**src/rtl/bic_pkg.sv**
```systemverilog
package bic_pkg;
    localparam int NUM_CAUSE = 7;

    typedef enum logic [2:0] {
        CZ_NONE   = 3'd0,
        CZ_STRAY  = 3'd1,
        CZ_EMPTY  = 3'd2,
        CZ_SOPW   = 3'd3,
        CZ_NOEOB  = 3'd4,
        CZ_SWITCH = 3'd5,
        CZ_REOPEN = 3'd6,
        CZ_ORPHAN = 3'd7
    } cause_e;
endpackage

```
**src/rtl/bic_rules.sv**
```systemverilog
module bic_rules
    import bic_pkg::*;
#(
    parameter int CHAN_W = 8,
    parameter int NV_W   = 3,
    parameter int FULL   = 4
) (
    input  logic [CHAN_W-1:0]    in_chan,
    input  logic [NV_W-1:0]      in_nvalid,
    input  logic                 in_sob,
    input  logic                 in_eob,
    input  logic                 in_sop,
    input  logic [3:0]           in_eopcode,
    input  logic                 burst_open,
    input  logic [CHAN_W-1:0]    burst_chan,
    input  logic                 sop_prev,
    input  logic                 chan_open,
    output logic [NUM_CAUSE-1:0] viol
);
    logic active, full, eop;

    always_comb begin
        active = (in_nvalid != '0);
        full   = (in_nvalid == NV_W'(FULL));
        eop    = in_eopcode[3];
        viol   = '0;
        viol[CZ_STRAY-1]  = active && !burst_open && !in_sob;
        viol[CZ_EMPTY-1]  = !active && (in_sob || in_eob || in_sop || (in_eopcode != 4'd0));
        viol[CZ_SOPW-1]   = (active && in_sop && !full) || (sop_prev && !full);
        viol[CZ_NOEOB-1]  = active && eop && !in_eob;
        viol[CZ_SWITCH-1] = active && burst_open && (in_sob || (in_chan != burst_chan));
        viol[CZ_REOPEN-1] = active && in_sop && chan_open;
        viol[CZ_ORPHAN-1] = active && eop && !in_sop && !chan_open;
    end
endmodule

```
**config.mk**
```make
export PLATFORM = sky130hd
export DESIGN_NAME = bic_rules
export DESIGN_NICKNAME = d
export VERILOG_FILES = /design/src/rtl/bic_pkg.sv /design/src/rtl/bic_rules.sv
export SDC_FILE = /design/constraint.sdc
export NUM_CORES = 1
export LEC_CHECK = 0
export BUFFER_PORTS_ARGS = -buffer_cell sky130_fd_sc_hd__buf_4
export CORE_AREA = 2 2 39 41
export DETAILED_ROUTE_END_ITERATION = 8
export DIE_AREA = 0 0 41 43
export REMOVE_ABC_BUFFERS = 1
export SLEW_MARGIN = 30
export SYNTH_ARGS = -nofsm -noshare
export SYNTH_HDL_FRONTEND = slang
export SYNTH_SLANG_ARGS = --single-unit
```
**constraint.sdc**
```tcl
create_clock -name vclk -period 1.7
set_clock_uncertainty 0.1 [all_clocks]
set_input_delay 0.17 -clock vclk [all_inputs]
set_output_delay 0.17 -clock vclk [all_outputs]
set_load 0.01 [all_outputs]
```
==> impl_metrics.env, run 1 <==
export IMPL_outcome="finished, final reports clean"
export IMPL_top_level_ports=36
export IMPL_layout_drive_gt1_share=0.623
export IMPL_final_max_slew_viol_count=0
export IMPL_grt_use_total=0.0749
export IMPL_timing_hold_violations_final=0
export IMPL_floorplan_initialDensity=0.122
export IMPL_end_kind="output port"
export IMPL_fin_crit_sh=0.754
export IMPL_final_period_minus_worst_setup_slack_ns=1.28
export IMPL_ir_drop_uv=70.0
export IMPL_grt_first_pass_wirelength_um=1010
export IMPL_1st_iter_drt_viols=0
export IMPL_syn_instance_count=25
export IMPL_final_common_cell="sky130_fd_sc_hd__buf_4"
export IMPL_vias=321
export IMPL_place_ws_ns=0.413
export IMPL_detail_route_first_pass_iterations=1
export IMPL_postSynthAreaPerCell_um2=6.76
export IMPL_grt_overflow=0
export IMPL_cts_hold_buffers_added=0
export IMPL_finalSetupViolCount=0
export IMPL_drt_antenna_violating_nets=0
export IMPL_total_leakage_power_uw=0.000248
export IMPL_post_synth_num_cell_types=13
export IMPL_synth_area_top_cells="sky130_fd_sc_hd__xor2_1 41%, sky130_fd_sc_hd__nor3_1 8.9%, sky130_fd_sc_hd__nor3b_2 7.4%, sky130_fd_sc_hd__nor4_1 7.4%, sky130_fd_sc_hd__or3_4 6.7%"
export IMPL_tns_ns=0
export IMPL_timing_critical_path_fanout_max=5
export IMPL_drv_max_cap_violation_count=0
export IMPL_floorplan_rows=14
export IMPL_max_clock_freq_mhz=780
export IMPL_route_final_wire_length_um=642
export IMPL_wl_per_cell_um=8.34
export IMPL_place_detailed_hpwl_um=610
export IMPL_dpl_cell_area_um2=459
export IMPL_vias_per_cell=4.17
export IMPL_yosysSeqAreaShare=0
export IMPL_min_delay_path_class="input pin to output port"
export IMPL_post_cts_setup_buffers=0
export IMPL_grt_max_degree=6
export IMPL_numSequentialCells=0
export IMPL_layout_common_cells="36 x sky130_fd_sc_hd__buf_4, 8 x sky130_fd_sc_hd__xor2_1, 3 x sky130_fd_sc_hd__nor3_1"
export IMPL_chipHeight_um=43
export IMPL_clockBufferCount=0
export IMPL_worstPathArrival_ns=1.01
export IMPL_drc_violations_left=0
export IMPL_rsz0062_at_grt="false"
export IMPL_yosysWarningCount=0
export IMPL_port_buffers=36
export IMPL_cts_repair_resize_count=0
export IMPL_placeableCoreArea_um2=1380
export IMPL_sequential_cell_area_um2=0
export IMPL_postLayoutCellArea_um2=459
export IMPL_total_power_uw=104
export IMPL_critical_path_startpoint_type="input pin"
export IMPL_synth_top_cell_area_share=0.415
export IMPL_power_density_cell_area_nw_per_um2=227
export IMPL_timing_worst_slew_pin_value_ns=0.227
export IMPL_maxSlewHeadroom=0.847
export IMPL_final_setup_slack_of_the_worst_path_ns=0.419
export IMPL_initial_antenna_violation_count=0
export IMPL_cp_required_ns=1.43
export IMPL_yosysTopAreaCell="sky130_fd_sc_hd__xor2_1"
export IMPL_die_area_um2=1760
export IMPL_grt_pass1_vias=314
export IMPL_floorplan_die_width_um=41
export IMPL_num_antenna_cells=0
export IMPL_crit_type="input pin to output port"
export IMPL_syn2layout_area_growth_pct=172
export IMPL_syn_area_um2=169
export IMPL_finalWeightedCongestion=0.582
export IMPL_finish_net_count=92
[per-stage QoR]
stage	utilization	hold slack, ns	cells
5_1_grt	0.332	0.505	77
3_5_place_dp	0.332	0.491	77
3_3_place_gp	0.332	0.488	77
6_report	0.332	0.489	77
2_1_floorplan	-	0.273	25
4_1_cts	0.332	0.492	77
[cell type report]
class / instances / area [um2]
multi-input cells: 24 / 165
repair buffers: 36 / 270
inverters: 1 / 3.75
fillers: 160 / 925
well taps: 16 / 20.0
[cells by family after synthesis]
group | Yosys count | share of synthesized area
simple gates | 12 | 0.430
compound gates | 4 | 0.133
buf+inv | 1 | 0.0222
xor+xnor | 8 | 0.415
[path summary, 6_finish.rpt]
check | from | end | depth (start not counted)
worst max-delay path | in_nvalid[1] | viol[5] | 4
worst min-delay path | chan_open | viol[6] | 3
[power by group]
part           switching [uW]  leakage, uW  internal, uW
logic                    35.4     0.000248          68.7
clock network               0            0             0
registers                   0            0             0
[Yosys cell counts]
cell type and count:
sky130_fd_sc_hd__xor2_1 8, sky130_fd_sc_hd__nor3_1 3, sky130_fd_sc_hd__nand2_1 2, sky130_fd_sc_hd__nor2_1 2, sky130_fd_sc_hd__nor4_1 2, sky130_fd_sc_hd__a21oi_1 1, sky130_fd_sc_hd__a31oi_1 1, sky130_fd_sc_hd__and3_1 1
sky130_fd_sc_hd__inv_1 1, sky130_fd_sc_hd__nor3b_2 1, sky130_fd_sc_hd__o21ai_0 1, sky130_fd_sc_hd__o22ai_1 1, sky130_fd_sc_hd__or3_4 1
[worst max-delay path: stages]
cell and delay (ns):
sky130_fd_sc_hd__buf_4 0.11, sky130_fd_sc_hd__or3_4 0.40, sky130_fd_sc_hd__and3_1 0.19, sky130_fd_sc_hd__buf_4 0.14
[metal layers]
layer | vias up | GRT usage | wire length (um)
met5 | - | 0 | 0
met3 | 0 | 0 | 115
met2 | 28 | 0.147 | 310
met1 | 131 | 0.0886 | 216
li1 | 162 | - | -
met4 | 0 | 0 | 0
Power figures use the tool's default switching activity.
==> run 2: changes to the inputs <==
- clock period: 1.7 -> 1.12 ns (I/O delays scaled with it)
==> impl_metrics.env, run 2 (synthesis gave the netlist of run 1 again) <==
export IMPL_total_leakage_power_uw=0.000259
export IMPL_grt_overflow=0
export IMPL_final_common_cell="sky130_fd_sc_hd__buf_4"
export IMPL_initial_antenna_violation_count=0
export IMPL_place_ws_ns=-0.0514
export IMPL_final_max_slew_viol_count=0
export IMPL_finalSetupViolCount=1
export IMPL_cts_hold_buffers_added=0
export IMPL_grt_max_degree=6
export IMPL_top_level_ports=36
export IMPL_timing_worst_slew_pin_value_ns=0.228
export IMPL_grt_first_pass_wirelength_um=1060
export IMPL_grt_use_total=0.0779
export IMPL_floorplan_die_width_um=41
export IMPL_timing_critical_path_fanout_max=5
export IMPL_final_period_minus_worst_setup_slack_ns=1.13
export IMPL_wl_per_cell_um=9.19
export IMPL_cp_required_ns=0.91
export IMPL_die_area_um2=1760
export IMPL_power_density_cell_area_nw_per_um2=346
export IMPL_placeableCoreArea_um2=1380
export IMPL_timing_hold_violations_final=0
export IMPL_route_final_wire_length_um=717
export IMPL_critical_path_startpoint_type="input pin"
export IMPL_violations="negative setup slack"
export IMPL_syn2layout_area_growth_pct=194
export IMPL_maxSlewHeadroom=0.847
export IMPL_port_buffers=36
export IMPL_drc_violations_left=0
export IMPL_floorplan_rows=14
export IMPL_detail_route_first_pass_iterations=1
export IMPL_layout_common_cells="31 x sky130_fd_sc_hd__buf_4, 8 x sky130_fd_sc_hd__xor2_1, 6 x sky130_fd_sc_hd__buf_6"
export IMPL_cell_depth_of_the_worst_min_delay_path=3
export IMPL_rsz0062_at_grt="true"
export IMPL_vias=331
export IMPL_tns_ns=-0.0126
export IMPL_finish_net_count=93
export IMPL_end_kind="output port"
export IMPL_sequential_cell_area_um2=0
export IMPL_min_delay_path_class="input pin to output port"
export IMPL_numSequentialCells=0
export IMPL_ir_drop_uv=106
export IMPL_1st_iter_drt_viols=0
export IMPL_worstPathArrival_ns=0.92
export IMPL_chipHeight_um=43
export IMPL_crit_type="input pin to output port"
export IMPL_outcome="finished, violations left"
export IMPL_num_antenna_cells=0
export IMPL_layout_drive_gt1_share=0.661
export IMPL_max_clock_freq_mhz=883
export IMPL_drv_max_cap_violation_count=0
export IMPL_grt_pass1_vias=317
export IMPL_drt_antenna_violating_nets=0
export IMPL_final_setup_slack_of_the_worst_path_ns=-0.0126
export IMPL_multiInputGateArea_um2=173
export IMPL_finalWeightedCongestion=0.582
export IMPL_fin_crit_sh=1.01
export IMPL_place_detailed_hpwl_um=610
export IMPL_floorplan_initialDensity=0.122
export IMPL_vias_per_cell=4.24
export IMPL_fillCellCount=157
export IMPL_clockBufferCount=0
-- run 2: changes by cell type in the layout (fill, tap and decap cells not counted), sizes merged --
cell	before	now
buf	36	37
-- run 2: power by group --
group	total, uW	internal [uW]	leakage [uW]	switching [uW]
combinational	172	115	0.000259	56.7
clock	0	0	0	0
sequential	0	0	0	0
total	172	115	0.000259	56.7
-- run 2: what timing repair did --
| item | 4_1_cts | 5_1_grt |
|---|---|---|
| pin swaps | 6 | 2 |
| resized for setup | 6 | 2 |
| gates cloned | 0 | 0 |
| hold endpoints to repair | 0 | 0 |
| setup endpoints to repair | 5 | 5 |
| buffers inserted | 0 | 1 |
-- run 2: final timing paths --
| path | to | slack (ns) | start |
|---|---|---|---|
| max | viol[0] | -0.01 | in_nvalid[0] |
| min | viol[6] | 0.38 | chan_open |
-- run 2: per-layer routing --
metal | wire length [um] | GRT usage
met2 | 377 | 0.156
met5 | 0 | 0
met3 | 118 | 0
met1 | 220 | 0.0886
met4 | 0 | 0
-- run 2: layout make-up --
cell class / instances / share of cell area
inverters: 1 / 0.00756
well taps: 16 / 0.0403
repair buffers: 37 / 0.605
multi-input cells: 24 / 0.348
-- run 2: stage by stage --
stage	instance area [um2]	instances	utilization	total power, uW	hold WS, ns
after floorplan	169	25	-	47.1	0.157
after global placement	459	77	0.332	158	0.372
after detailed placement	459	77	0.332	160	0.375
after CTS	483	77	0.349	169	0.378
after global routing	497	78	0.359	188	0.390
final	497	78	0.359	172	0.377
-- run 2: worst max-delay path, cell delays in order --
cell and delay [ns]:
sky130_fd_sc_hd__buf_6 0.09, sky130_fd_sc_hd__or3_4 0.41, sky130_fd_sc_hd__nor3b_2 0.17, sky130_fd_sc_hd__buf_4 0.14
==> run 3: changes to the inputs <==
- RECOVER_POWER: unset -> 100
- clock period: 1.12 -> 1.3 ns (I/O delays scaled with it)
==> impl_metrics.env, run 3 (synthesis gave the netlist of run 1 again) <==
export IMPL_fraction_of_power_spent_switching_nets=0.359
export IMPL_timing_hold_violations_final=0
export IMPL_crit_type="input pin to output port"
export IMPL_cts_repair_resize_count=0
export IMPL_die_area_um2=1760
export IMPL_post_cts_setup_buffers=0
export IMPL_worstPathArrival_ns=0.96
export IMPL_final_period_minus_worst_setup_slack_ns=1.19
export IMPL_cell_depth_of_the_worst_min_delay_path=3
export IMPL_drt_antenna_violating_nets=0
export IMPL_grt_overflow=0
export IMPL_end_kind="output port"
export IMPL_cp_required_ns=1.07
export IMPL_fin_crit_sh=0.912
export IMPL_finalWeightedCongestion=0.581
export IMPL_place_detailed_hpwl_um=610
export IMPL_final_max_slew_viol_count=0
export IMPL_layout_drive_gt1_share=0.525
export IMPL_total_leakage_power_uw=0.000226
export IMPL_maxSlewHeadroom=0.847
export IMPL_vias_per_cell=4.17
export IMPL_critical_path_startpoint_type="input pin"
export IMPL_num_antenna_cells=0
export IMPL_grt_use_total=0.0749
export IMPL_floorplan_rows=14
export IMPL_route_final_wire_length_um=649
export IMPL_max_clock_freq_mhz=844
export IMPL_min_delay_path_class="input pin to output port"
export IMPL_floorplan_initialDensity=0.122
export IMPL_port_buffers=36
export IMPL_hold_end="viol[3]"
export IMPL_outcome="finished, final reports clean"
export IMPL_vias=321
export IMPL_timing_critical_path_fanout_max=5
export IMPL_seq_power_share=0
export IMPL_layout_common_cells="31 x sky130_fd_sc_hd__buf_4, 8 x sky130_fd_sc_hd__xor2_1, 5 x sky130_fd_sc_hd__clkbuf_1"
export IMPL_final_common_cell="sky130_fd_sc_hd__buf_4"
export IMPL_syn2layout_area_growth_pct=158
export IMPL_placeableCoreArea_um2=1380
export IMPL_utilization=0.315
export IMPL_sequential_cell_area_um2=0
export IMPL_clockBufferCount=0
export IMPL_power_density_cell_area_nw_per_um2=293
export IMPL_top_level_ports=36
export IMPL_wl_per_cell_um=8.43
export IMPL_power_share_clock=0
export IMPL_finish_net_count=92
export IMPL_finalSetupViolCount=0
export IMPL_rsz0062_at_grt="false"
export IMPL_cts_hold_buffers_added=0
export IMPL_numSequentialCells=0
export IMPL_share_comb_of_total_power=1.000
export IMPL_drv_max_cap_violation_count=0
export IMPL_detail_route_first_pass_iterations=1
export IMPL_grt_pass1_vias=314
export IMPL_tns_ns=0
export IMPL_sw_pwr_uw=45.8
export IMPL_initial_antenna_violation_count=0
export IMPL_timing_worst_slew_pin_value_ns=0.227
export IMPL_floorplan_die_width_um=41
export IMPL_drc_violations_left=0
export IMPL_total_power_uw=128
export IMPL_hold_path_startpoint="in_eob"
export IMPL_grt_max_degree=6
export IMPL_chipHeight_um=43
export IMPL_1st_iter_drt_viols=0
export IMPL_power_report_internal_total_uw=81.9
export IMPL_grt_first_pass_wirelength_um=1010
export IMPL_ir_drop_uv=81.5
==> run 3: layer usage <==
metal	share of wire	up-vias	global-route usage	wire, um
met5	0	-	0	0
met4	0	0	0	0
met3	0.18	0	0	115
met2	0.47	28	0.147	308
met1	0.35	131	0.0886	225
li1	-	162	-	-
==> run 3: stage by stage <==
| step | hold slack [ns] | setup WS, ns | std cells | cell area (um2) |
|---|---|---|---|---|
| after floorplan | 0.193 | 0.340 | 25 | 169 |
| after global routing | 0.418 | 0.0687 | 77 | 435 |
| after CTS | 0.412 | 0.0923 | 77 | 459 |
| after global placement | 0.408 | 0.0969 | 77 | 459 |
| after detailed placement | 0.411 | 0.0926 | 77 | 459 |
| final | 0.403 | 0.115 | 77 | 435 |
==> run 3: how the worst max path moves through the flow <==
stage	cells past startpoint	to	start	slack, ns
final	4	viol[5]	in_nvalid[1]	0.11
after global routing	4	viol[5]	in_nvalid[1]	0.07
after CTS	4	viol[5]	in_nvalid[1]	0.09
after detailed placement	4	viol[5]	in_nvalid[1]	0.09
after global placement	4	viol[5]	in_nvalid[1]	0.1
after floorplan	2	viol[1]	in_nvalid[1]	0.34
==> run 3: power groups by stage <==
| stage | Combinational (uW) | Sequential, uW | Clock [uW] |
|---|---|---|---|
| after floorplan | 40.6 | 0 | 0 |
| after global placement | 136 | 0 | 0 |
| after detailed placement | 138 | 0 | 0 |
| after CTS | 138 | 0 | 0 |
| after global routing | 142 | 0 | 0 |
| final | 128 | 0 | 0 |
==> run 3: area by class of cell <==
class	instances	area, um2
Tap cell	16	20.0
Timing Repair Buffer	36	251
Fill cell	164	948
Inverter	1	3.75
Multi-Input combinational cell	24	160
==> run 3: critical path: stages <==
cell and delay, ns:
sky130_fd_sc_hd__buf_4 0.11, sky130_fd_sc_hd__or3_4 0.40, sky130_fd_sc_hd__and3_1 0.19, sky130_fd_sc_hd__clkbuf_1 0.12
